--- config.mk ---
export PLATFORM = sky130hd
export DESIGN_NAME = bcd_double_acc
export DESIGN_NICKNAME = d
export VERILOG_FILES = /design/src/rtl/bcd_dacc_pkg.sv /design/src/rtl/bcd_rst_sync.sv /design/src/rtl/bcd_digit_adder.sv /design/src/rtl/bcd_digit_shifter.sv /design/src/rtl/bcd_double_acc.sv
export SDC_FILE = /design/constraint.sdc
export NUM_CORES = 1
export LEC_CHECK = 0
export ABC_AREA = 1
export BUFFER_PORTS_ARGS = -buffer_cell sky130_fd_sc_hd__clkbuf_2
export CAP_MARGIN = 20
export CORE_MARGIN = 2
export CORE_UTILIZATION = 52
export DETAILED_ROUTE_END_ITERATION = 8
export PLACE_DENSITY = 0.78
export SLEW_MARGIN = 40
export SYNTH_ARGS = -nofsm -noshare
export SYNTH_HDL_FRONTEND = slang
export SYNTH_SLANG_ARGS = --single-unit
--- constraint.sdc ---
create_clock -name clk -period 1.9 [get_ports clk]
set_clock_uncertainty 0.05 [all_clocks]
set_input_delay 0.38 -clock clk [delete_from_list [all_inputs] [get_ports clk]]
set_output_delay 0.38 -clock clk [all_outputs]
set_load 0.03 [all_outputs]
--- src/rtl/bcd_dacc_pkg.sv ---
package bcd_dacc_pkg;
  typedef logic [3:0] bcd_t;

  typedef struct packed {
    logic carry;
    bcd_t digit;
  } dsum_t;
endpackage

--- src/rtl/bcd_rst_sync.sv ---
module bcd_rst_sync (
  input  logic clk,
  input  logic rst_n,
  output logic srst_n
);
  logic [1:0] sync_q;

  always_ff @(posedge clk or negedge rst_n) begin
    if (!rst_n) sync_q <= 2'b00;
    else        sync_q <= {sync_q[0], 1'b1};
  end

  assign srst_n = sync_q[1];
endmodule

--- src/rtl/bcd_digit_adder.sv ---
module bcd_digit_adder
  import bcd_dacc_pkg::*;
(
  input  bcd_t a,
  input  bcd_t b,
  input  logic cin,
  output dsum_t res
);
  logic [4:0] raw;
  logic [4:0] fixed;

  always_comb begin
    raw   = {1'b0, a} + {1'b0, b} + {4'd0, cin};
    fixed = raw + 5'd6;
    if (raw > 5'd9) begin
      res.digit = fixed[3:0];
      res.carry = 1'b1;
    end else begin
      res.digit = raw[3:0];
      res.carry = 1'b0;
    end
  end
endmodule

--- src/rtl/bcd_digit_shifter.sv ---
module bcd_digit_shifter
  import bcd_dacc_pkg::*;
#(
  parameter int DEPTH = 4
) (
  input  logic             clk,
  input  logic             srst_n,
  input  logic             adv,
  input  bcd_t             din,
  output logic [DEPTH*4-1:0] stages,
  output bcd_t             tap
);
  bcd_t stage_q [DEPTH];
  bcd_t stage_d [DEPTH];

  always_comb begin
    stage_d[0] = adv ? din : stage_q[0];
    for (int k = 1; k < DEPTH; k++) begin
      stage_d[k] = adv ? stage_q[k-1] : stage_q[k];
    end
  end

  for (genvar g = 0; g < DEPTH; g++) begin : g_stage
    always_ff @(posedge clk or negedge srst_n) begin
      if (!srst_n) stage_q[g] <= '0;
      else         stage_q[g] <= stage_d[g];
    end
    assign stages[g*4 +: 4] = stage_q[g];
  end

  assign tap = stage_q[DEPTH-1];
endmodule

--- src/rtl/bcd_double_acc.sv ---
module bcd_double_acc
  import bcd_dacc_pkg::*;
#(
  parameter int NDIG = 5
) (
  input  logic              clk,
  input  logic              rst_n,
  input  logic [3:0]        dig_in,
  input  logic              pass1_en,
  input  logic              pass2_en,
  input  logic              carry_tick,
  output logic [NDIG*4-1:0] result_bcd,
  output logic              result_carry,
  output logic [NDIG*4-1:0] first_pass_bcd
);
  localparam int HEAD = NDIG - 1;
  localparam int TAIL = NDIG;

  logic srst_n;
  logic run;
  logic second;
  bcd_t op_a;
  bcd_t op_b;
  logic cin;
  dsum_t add_res;
  dsum_t lat_q;
  dsum_t lat_d;
  bcd_t head_tap;
  bcd_t tail_tap;
  logic [HEAD*4-1:0] head_all;
  logic [TAIL*4-1:0] tail_all;

  bcd_rst_sync u_rst (
    .clk    (clk),
    .rst_n  (rst_n),
    .srst_n (srst_n)
  );

  always_comb begin
    run    = pass1_en | pass2_en;
    second = pass2_en & ~pass1_en;
    op_a   = pass1_en ? dig_in : (second ? head_tap : 4'd0);
    op_b   = second ? head_tap : 4'd0;
    cin    = carry_tick & lat_q.carry;
    lat_d  = run ? add_res : lat_q;
  end

  bcd_digit_adder u_add (
    .a   (op_a),
    .b   (op_b),
    .cin (cin),
    .res (add_res)
  );

  always_ff @(posedge clk or negedge srst_n) begin
    if (!srst_n) lat_q <= '0;
    else         lat_q <= lat_d;
  end

  bcd_digit_shifter #(.DEPTH(HEAD)) u_head (
    .clk    (clk),
    .srst_n (srst_n),
    .adv    (run),
    .din    (lat_q.digit),
    .stages (head_all),
    .tap    (head_tap)
  );

  bcd_digit_shifter #(.DEPTH(TAIL)) u_tail (
    .clk    (clk),
    .srst_n (srst_n),
    .adv    (run),
    .din    (head_tap),
    .stages (tail_all),
    .tap    (tail_tap)
  );

  for (genvar j = 0; j < HEAD; j++) begin : g_res
    assign result_bcd[j*4 +: 4] = head_all[(HEAD-1-j)*4 +: 4];
  end
  assign result_bcd[HEAD*4 +: 4] = lat_q.digit;
  assign result_carry            = lat_q.carry;

  for (genvar j = 0; j < TAIL; j++) begin : g_fp
    assign first_pass_bcd[j*4 +: 4] = tail_all[(TAIL-1-j)*4 +: 4];
  end

  logic unused_tap;
  assign unused_tap = ^tail_tap;
endmodule

==> reports/results.tsv, run 1 <==
stage	metric	value	unit
sta	Peak Freq	427.0	MHz
setup_path	crit start category	flop	
clocking	clock buffer depth	2	
sta	max-slew violations	0	
sta	Slew HR	60.90	%
logic_synthesis	area leader, netlist	dfrtp_1	
logic_synthesis	syn nets	240	
setup_path	crit-path max cell delay	0.45	ns
setup_path	worst setup path startpoint	u_head.tap[0]	
clocking	CTS tree	done	
logic_synthesis	Mapped Area	1987	um2
logic_synthesis	Yosys cell types	23	
pwr	pwr dens	1496	nW/um2
pwr	Clk pwr share	14.3	%
logic_synthesis	Syn. warnings	0	
run_status	status	finished, violations left	
place	placed instance area	2435	um2
sta	# setup viols final	4	
place	DP Wirelength	2982	um
setup_path	Setup CP Type	flop to flop	
sta	post-layout min period	2.342	ns
layout	Nets	315	
pwr	worst-case vdd ir drop	0.0009511	V
min_path	Worst Hold Class	flop to asynchronous set/reset pin	
route	Detailed Routing Iterations Pass 1	4	
layout	share of layout cells above drive strength 1	38.54	%
setup_path	CP arrival	2.47	ns
layout	synthesis-to-finish area growth	29.97	%
clocking	Reg clk slew, reported paths	0.08	ns
pwr	sequential group share of total power	38.1	%
sta	Worst Max-Slew Pin Slew	0.5857	ns
logic_synthesis	Synth Area per Inst	8.831	um2
run_status	failing checks	setup timing	
logic_synthesis	sequential share of the synthesized area	54.16	%
sta	setup ws final	-0.4422	ns
place	Buffers on Ports	49	
setup_path	reg-to-reg startpoint	u_head.tap[0]	
layout	most common cell after layout, fill and taps aside	nand2_1	
die	Starting Density	54.27	%
pwr	leak pwr	1.386	nW
layout	Layout Utilization	70.54	%
setup_path	CP Capture Type	flop	
global_routing	Remaining Overflow, GRT	0	
global_routing	vias in the first global route	1510	
layout	most frequent cells in the layout	79 x nand2_1, 49 x clkbuf_2, 41 x dfrtp_1, 27 x o21ai_0, 26 x buf_4	
route	Post-Route WL	4016	um
global_routing	largest net degree at the start of global routing	42	
clocking	CTS Root Cell	clkbuf_8	
clocking	H-tree Lvls	2	
setup_path	crit path max fanout	4	
logic_synthesis	synthesis-stage register bit count	43	
sta	setup tns final	-1.562	ns
logic_synthesis	Area contributors post-synth	dfrtp_1 54%, nand2_1 16%, o21ai_0 6.8%	
place	Final GP Congestion	0.8670	
clocking	Num CTS Buffers	5	
die	I/O pins	50	
setup_path	Slowest-stage cell, CP	fa_2	
sta	Final Cycle Share	123.3	%
route	Starting DRT DRC Count	141	
layout	post-route cell area	2582	um2
die	core box area	3661	um2
route	average wire per standard cell	11.51	um
setup_path	critical path required time	2.03	ns
die	die height	65.82	um
layout	Ant. Diodes	0	
clocking	CTS Sinks	43	
global_routing	global-route wire length before repair	6430	um
pwr	Switch Pwr	1.759	mW
route	detailed-route via count	1675	
setup_path	R2R cell count	17	
global_routing	antenna violations before repair	0	
route	Remaining DRCs	0	
setup_path	CP dominant cell by count	nand2_2	
pwr	Internal	2.104	mW
die	Die ar.	4332	um2
route	Routed Antenna Nets	0	
pwr	Total Power	3.863	mW
global_routing	Tot GR Track Use	19.66	%
pwr	Combinational Power Share	47.6	%
clocking	Clock Latency Late Sink	0.29	ns
setup_path	CP cell instances	nand3_4 -> nand2_2 -> inv_2 -> fa_2 -> inv_2 -> fa_2 -> inv_2 -> ha_4 -> nand2_2 -> nand2_2 -> inv_2 -> nand2_4 -> nand2_4 -> nand2_2 -> nand2_2 -> nand2_1 -> nand2_1	
die	Die X	65.82	um
logic_synthesis	Post-Syn Instances	225	
route	Vias/cell	4.799	
die	Core Rows	22	
sta	final hold slack	0.1699	ns
run	max_cap viols	0	
sta	Final Hold Vio Count	0	
sta	RSZ-0062 raised after global routing	yes	
pwr	Sw Ratio	45.54	%
logic_synthesis	share of the synthesized area in the top cell type	54.16	%
==> flip-flops by register name (all words and copies together) (netlist names) <==
name / flops
result_bcd: 4
result_carry: 1
u_rst.sync_q: 2
u_tail.tap: 4
u_tail.stages: 16
u_head.stages: 12
u_head.tap: 4
==> metal layers <==
metal	wire [um]	global-route usage (%)
met1	1847	23.95
met4	45	7.292
met5	0	0
met2	1972	33.96
met3	151	4.429
==> cell usage after synthesis <==
cell type,number
dfrtp_1,43
a21oi_4,1
nor2_1,6
nand2_1,83
ha_1,4
and2_2,1
nand3_4,1
nor2_2,1
fa_1,2
a31oi_1,1
nand3_2,2
nand3_1,11
o21ai_2,1
conb_1,1
inv_1,19
buf_6,1
o21ai_1,1
inv_2,4
o21ai_0,27
buf_2,7
a21oi_2,1
nand2_2,3
nand2_4,4
==> worst paths after layout <==
check / slack, ns / end
max: -0.44 / result_bcd[19]
min: 0.17 / u_tail.stages[15]
max reg2reg: -0.44 / result_bcd[19]
min reg2reg: 0.17 / u_tail.stages[15]
max in group asynchronous: 1.02 / u_head.tap[2]
min in group clk: 0.30 / u_rst.sync_q[1]
==> logic make-up (layout without fill, tap and decap cells) <==
family          after synthesis  in the layout  share of synthesized area [%]
compound gates               32             32                          9.068
other cells                   1              1                         0.1887
flops                        43             43                          54.16
fa+ha+maj                     6              6                          4.534
buf+inv                      31            107                          6.675
simple gates                112            112                          25.38
==> power groups by stage <==
stage / Clock (mW) / Sequential [mW] / Combinational [mW]
after floorplan: 0 / 2.09 / 0.573
after global placement: 0 / 1.48 / 1.76
after detailed placement: 0 / 1.48 / 1.80
after CTS: 0.568 / 1.48 / 1.83
after global routing: 0.613 / 1.51 / 1.99
final: 0.552 / 1.47 / 1.84
==> layout make-up <==
cell class                      count  area, um2
Clock buffer                        6      72.57
Clock inverter                      2      12.51
Fill cell                         306       1079
Inverter                           23      86.33
Multi-Input combinational cell    151      822.0
Sequential cell                    43       1079
Tap cell                           48      60.06
Timing Repair Buffer               76      450.4
==> what timing repair did <==
| action | 4_1_cts | 5_1_grt |
|---|---|---|
| gates resized for setup | 0 | 5 |
| hold buffers | 1 | 0 |
| pin swaps | 4 | 4 |
| endpoints found under the hold margin | 2 | 0 |
| buffers inserted | 3 | 2 |
| endpoints found under the setup margin | 4 | 4 |
==> critical path, delay by kind of cell (launching register included) <==
kind | cells | cell delay (ns)
simple gates | 10 | 0.58
buf+inv | 4 | 0.26
fa+ha+maj | 3 | 0.94
flops | 1 | 0.39
==> stage by stage <==
stage,instances,worst slack [ns]
2_1_floorplan,225,-0.4394
3_3_place_gp,335,-0.5619
3_5_place_dp,335,-0.6321
4_1_cts,347,-0.4338
5_1_grt,349,-0.5588
6_report,349,-0.4422
No activity file was read; power rests on OpenSTA's default activity.
==> run 2, diff against run 1 <==
- CORE_UTILIZATION: 52 -> 54
- CTS_BUF_LIST: default -> sky130_fd_sc_hd__clkbuf_2 sky130_fd_sc_hd__clkbuf_4 sky130_fd_sc_hd__clkbuf_8
- PLACE_DENSITY: 0.78 -> 0.81
==> reports/results.tsv, run 2 (synthesized netlist as in run 1, its figures left out) <==
stage	metric	value	unit
route	detailed-route via count	1679	
die	Die X	64.66	um
layout	most common cell after layout, fill and taps aside	nand2_1	
pwr	worst-case vdd ir drop	0.0007183	V
route	Vias/cell	4.881	
clocking	CTS Root Cell	clkbuf_8	
global_routing	Remaining Overflow, GRT	0	
layout	most frequent cells in the layout	81 x nand2_1, 49 x clkbuf_2, 41 x dfrtp_1, 27 x o21ai_0, 21 x buf_4	
die	Starting Density	55.10	%
global_routing	antenna violations before repair	0	
layout	Nets	310	
route	Remaining DRCs	0	
run_status	failing checks	setup timing	
setup_path	crit path max fanout	4	
setup_path	critical path required time	2.03	ns
route	average wire per standard cell	12.03	um
route	Starting DRT DRC Count	91	
layout	flip-flop count of the largest register after layout	16	
sta	Worst Max-Slew Pin Slew	0.6304	ns
sta	setup ws final	-0.4689	ns
place	DP Wirelength	2922	um
clocking	clock buffer depth	2	
sta	# setup viols final	4	
clocking	Clock Latency Late Sink	0.29	ns
sta	max-slew violations	0	
run	max_cap viols	0	
setup_path	CP Capture Type	flop	
clocking	H-tree Lvls	2	
pwr	Total Power	3.846	mW
sta	post-layout min period	2.369	ns
route	Detailed Routing Iterations Pass 1	6	
global_routing	vias in the first global route	1586	
die	die height	64.66	um
clocking	PostCTS Resize Cnt	0	
layout	register area	1079	um2
global_routing	Tot GR Track Use	22.52	%
clocking	Reg clk slew, reported paths	0.07	ns
layout	Multi-input gate area	807.0	um2
die	Die ar.	4181	um2
global_routing	global-route wire length before repair	7162	um
layout	Final Non-Filler Cells	344	
route	Routed Antenna Nets	0	
sta	Final Hold Vio Count	0	
pwr	pwr dens	1514	nW/um2
sta	RSZ-0062 raised after global routing	yes	
setup_path	Setup CP Type	flop to flop	
layout	share of layout cells above drive strength 1	36.49	%
die	I/O pins	50	
sta	Final Cycle Share	124.7	%
route	Post-Route WL	4140	um
sta	Peak Freq	422.1	MHz
layout	Ant. Diodes	0	
place	Cells after DPL	331	
die	core box area	3606	um2
setup_path	crit start category	flop	
sta	Slew HR	57.91	%
setup_path	CP arrival	2.50	ns
place	Final GP Congestion	0.8551	
clocking	CTS Sinks	43	
place	Buffers on Ports	49	
clocking	CTS tree	done	
layout	synthesis-to-finish area growth	27.83	%
pwr	leak pwr	1.374	nW
layout	fill cell count	300	
global_routing	largest net degree at the start of global routing	42	
run_status	status	finished, violations left	
die	Core Rows	22	
min_path	Worst Hold Class	flop to asynchronous set/reset pin	
clocking	Num CTS Buffers	5	
[run 2: cell count changes in the layout (fill, tap and decap cells not counted), sizes merged]
cell	change
clkbuf	+1
clkinvlp	-1
buf	-5
[run 2: power breakdown]
group          internal (mW)  switching [mW]
Combinational          0.572            1.23
Clock                  0.307           0.287
Sequential              1.23           0.216
Total                   2.11            1.73
[run 2: stage by stage]
stage | setup TNS (ns) | area (um2) | utilization (%) | worst slack [ns] | hold slack (ns)
3_3_place_gp | -2.100 | 2405 | 66.69 | -0.5679 | 0.1165
2_1_floorplan | -1.589 | 2017 | - | -0.4394 | 0.03441
5_1_grt | -2.152 | 2540 | 70.44 | -0.5687 | 0.3238
4_1_cts | -1.560 | 2525 | 70.02 | -0.4280 | 0.2962
3_5_place_dp | -2.260 | 2405 | 66.69 | -0.6090 | 0.1192
6_report | -1.699 | 2540 | 70.44 | -0.4689 | 0.2684
[run 2: layer usage]
metal / share of wire [%] / wire length (um) / track usage (%) / vias to the layer above
met5: 0 / 0 / 0 / -
met4: 2.0 / 82 / 7.447 / 0
met3: 6.1 / 252 / 5.903 / 10
met2: 48 / 2000 / 37.63 / 52
met1: 44 / 1805 / 28.62 / 775
li1: - / - / - / 842
[run 2: what timing repair did]
| item | CTS | global route |
|---|---|---|
| pin swaps | 2 | 1 |
| cloned | 0 | 0 |
| hold buffers | 1 | 0 |
| endpoints found under the hold margin | 2 | 0 |
| buffers inserted | 2 | 2 |
| endpoints found under the setup margin | 4 | 4 |
[run 2: layout make-up]
type | count | area share, %
timing repair buffer | 71 | 16.26
multi-input combinational | 151 | 31.77
sequential | 43 | 42.46
inverter | 23 | 3.399
clock inverter | 1 | 0.1970
clock buffer | 7 | 3.547
tap | 48 | 2.365
[run 2: path summary, 6_finish.rpt]
kind / startpoint / to / slack, ns / depth (start not counted)
max reg2reg: u_head.tap[0] / result_bcd[17] / -0.47 / 18
max: u_head.tap[0] / result_bcd[17] / -0.47 / 18
min: u_rst.sync_q[1] / u_tail.stages[15] / 0.27 / 1
max in group asynchronous: u_rst.sync_q[1] / u_head.tap[0] / 1.16 / 1
min in group clk: u_rst.sync_q[0] / u_rst.sync_q[1] / 0.31 / 0
min reg2reg: u_rst.sync_q[1] / u_tail.stages[15] / 0.27 / 1
[run 2: worst max-delay path: stages, from the launching register on]
cell     delay (ns)
dfrtp_2        0.43
nand3_2        0.09
nand2_1        0.06
inv_1          0.06
fa_2           0.19
inv_2          0.05
fa_2           0.40
inv_2          0.07
nand2_2        0.05
and2_4         0.15
ha_4           0.16
nand2_2        0.07
nand2_2        0.06
inv_2          0.06
nand2_4        0.06
nand2_4        0.06
nand2_1        0.05
nand3_1        0.08
nand2_1        0.07
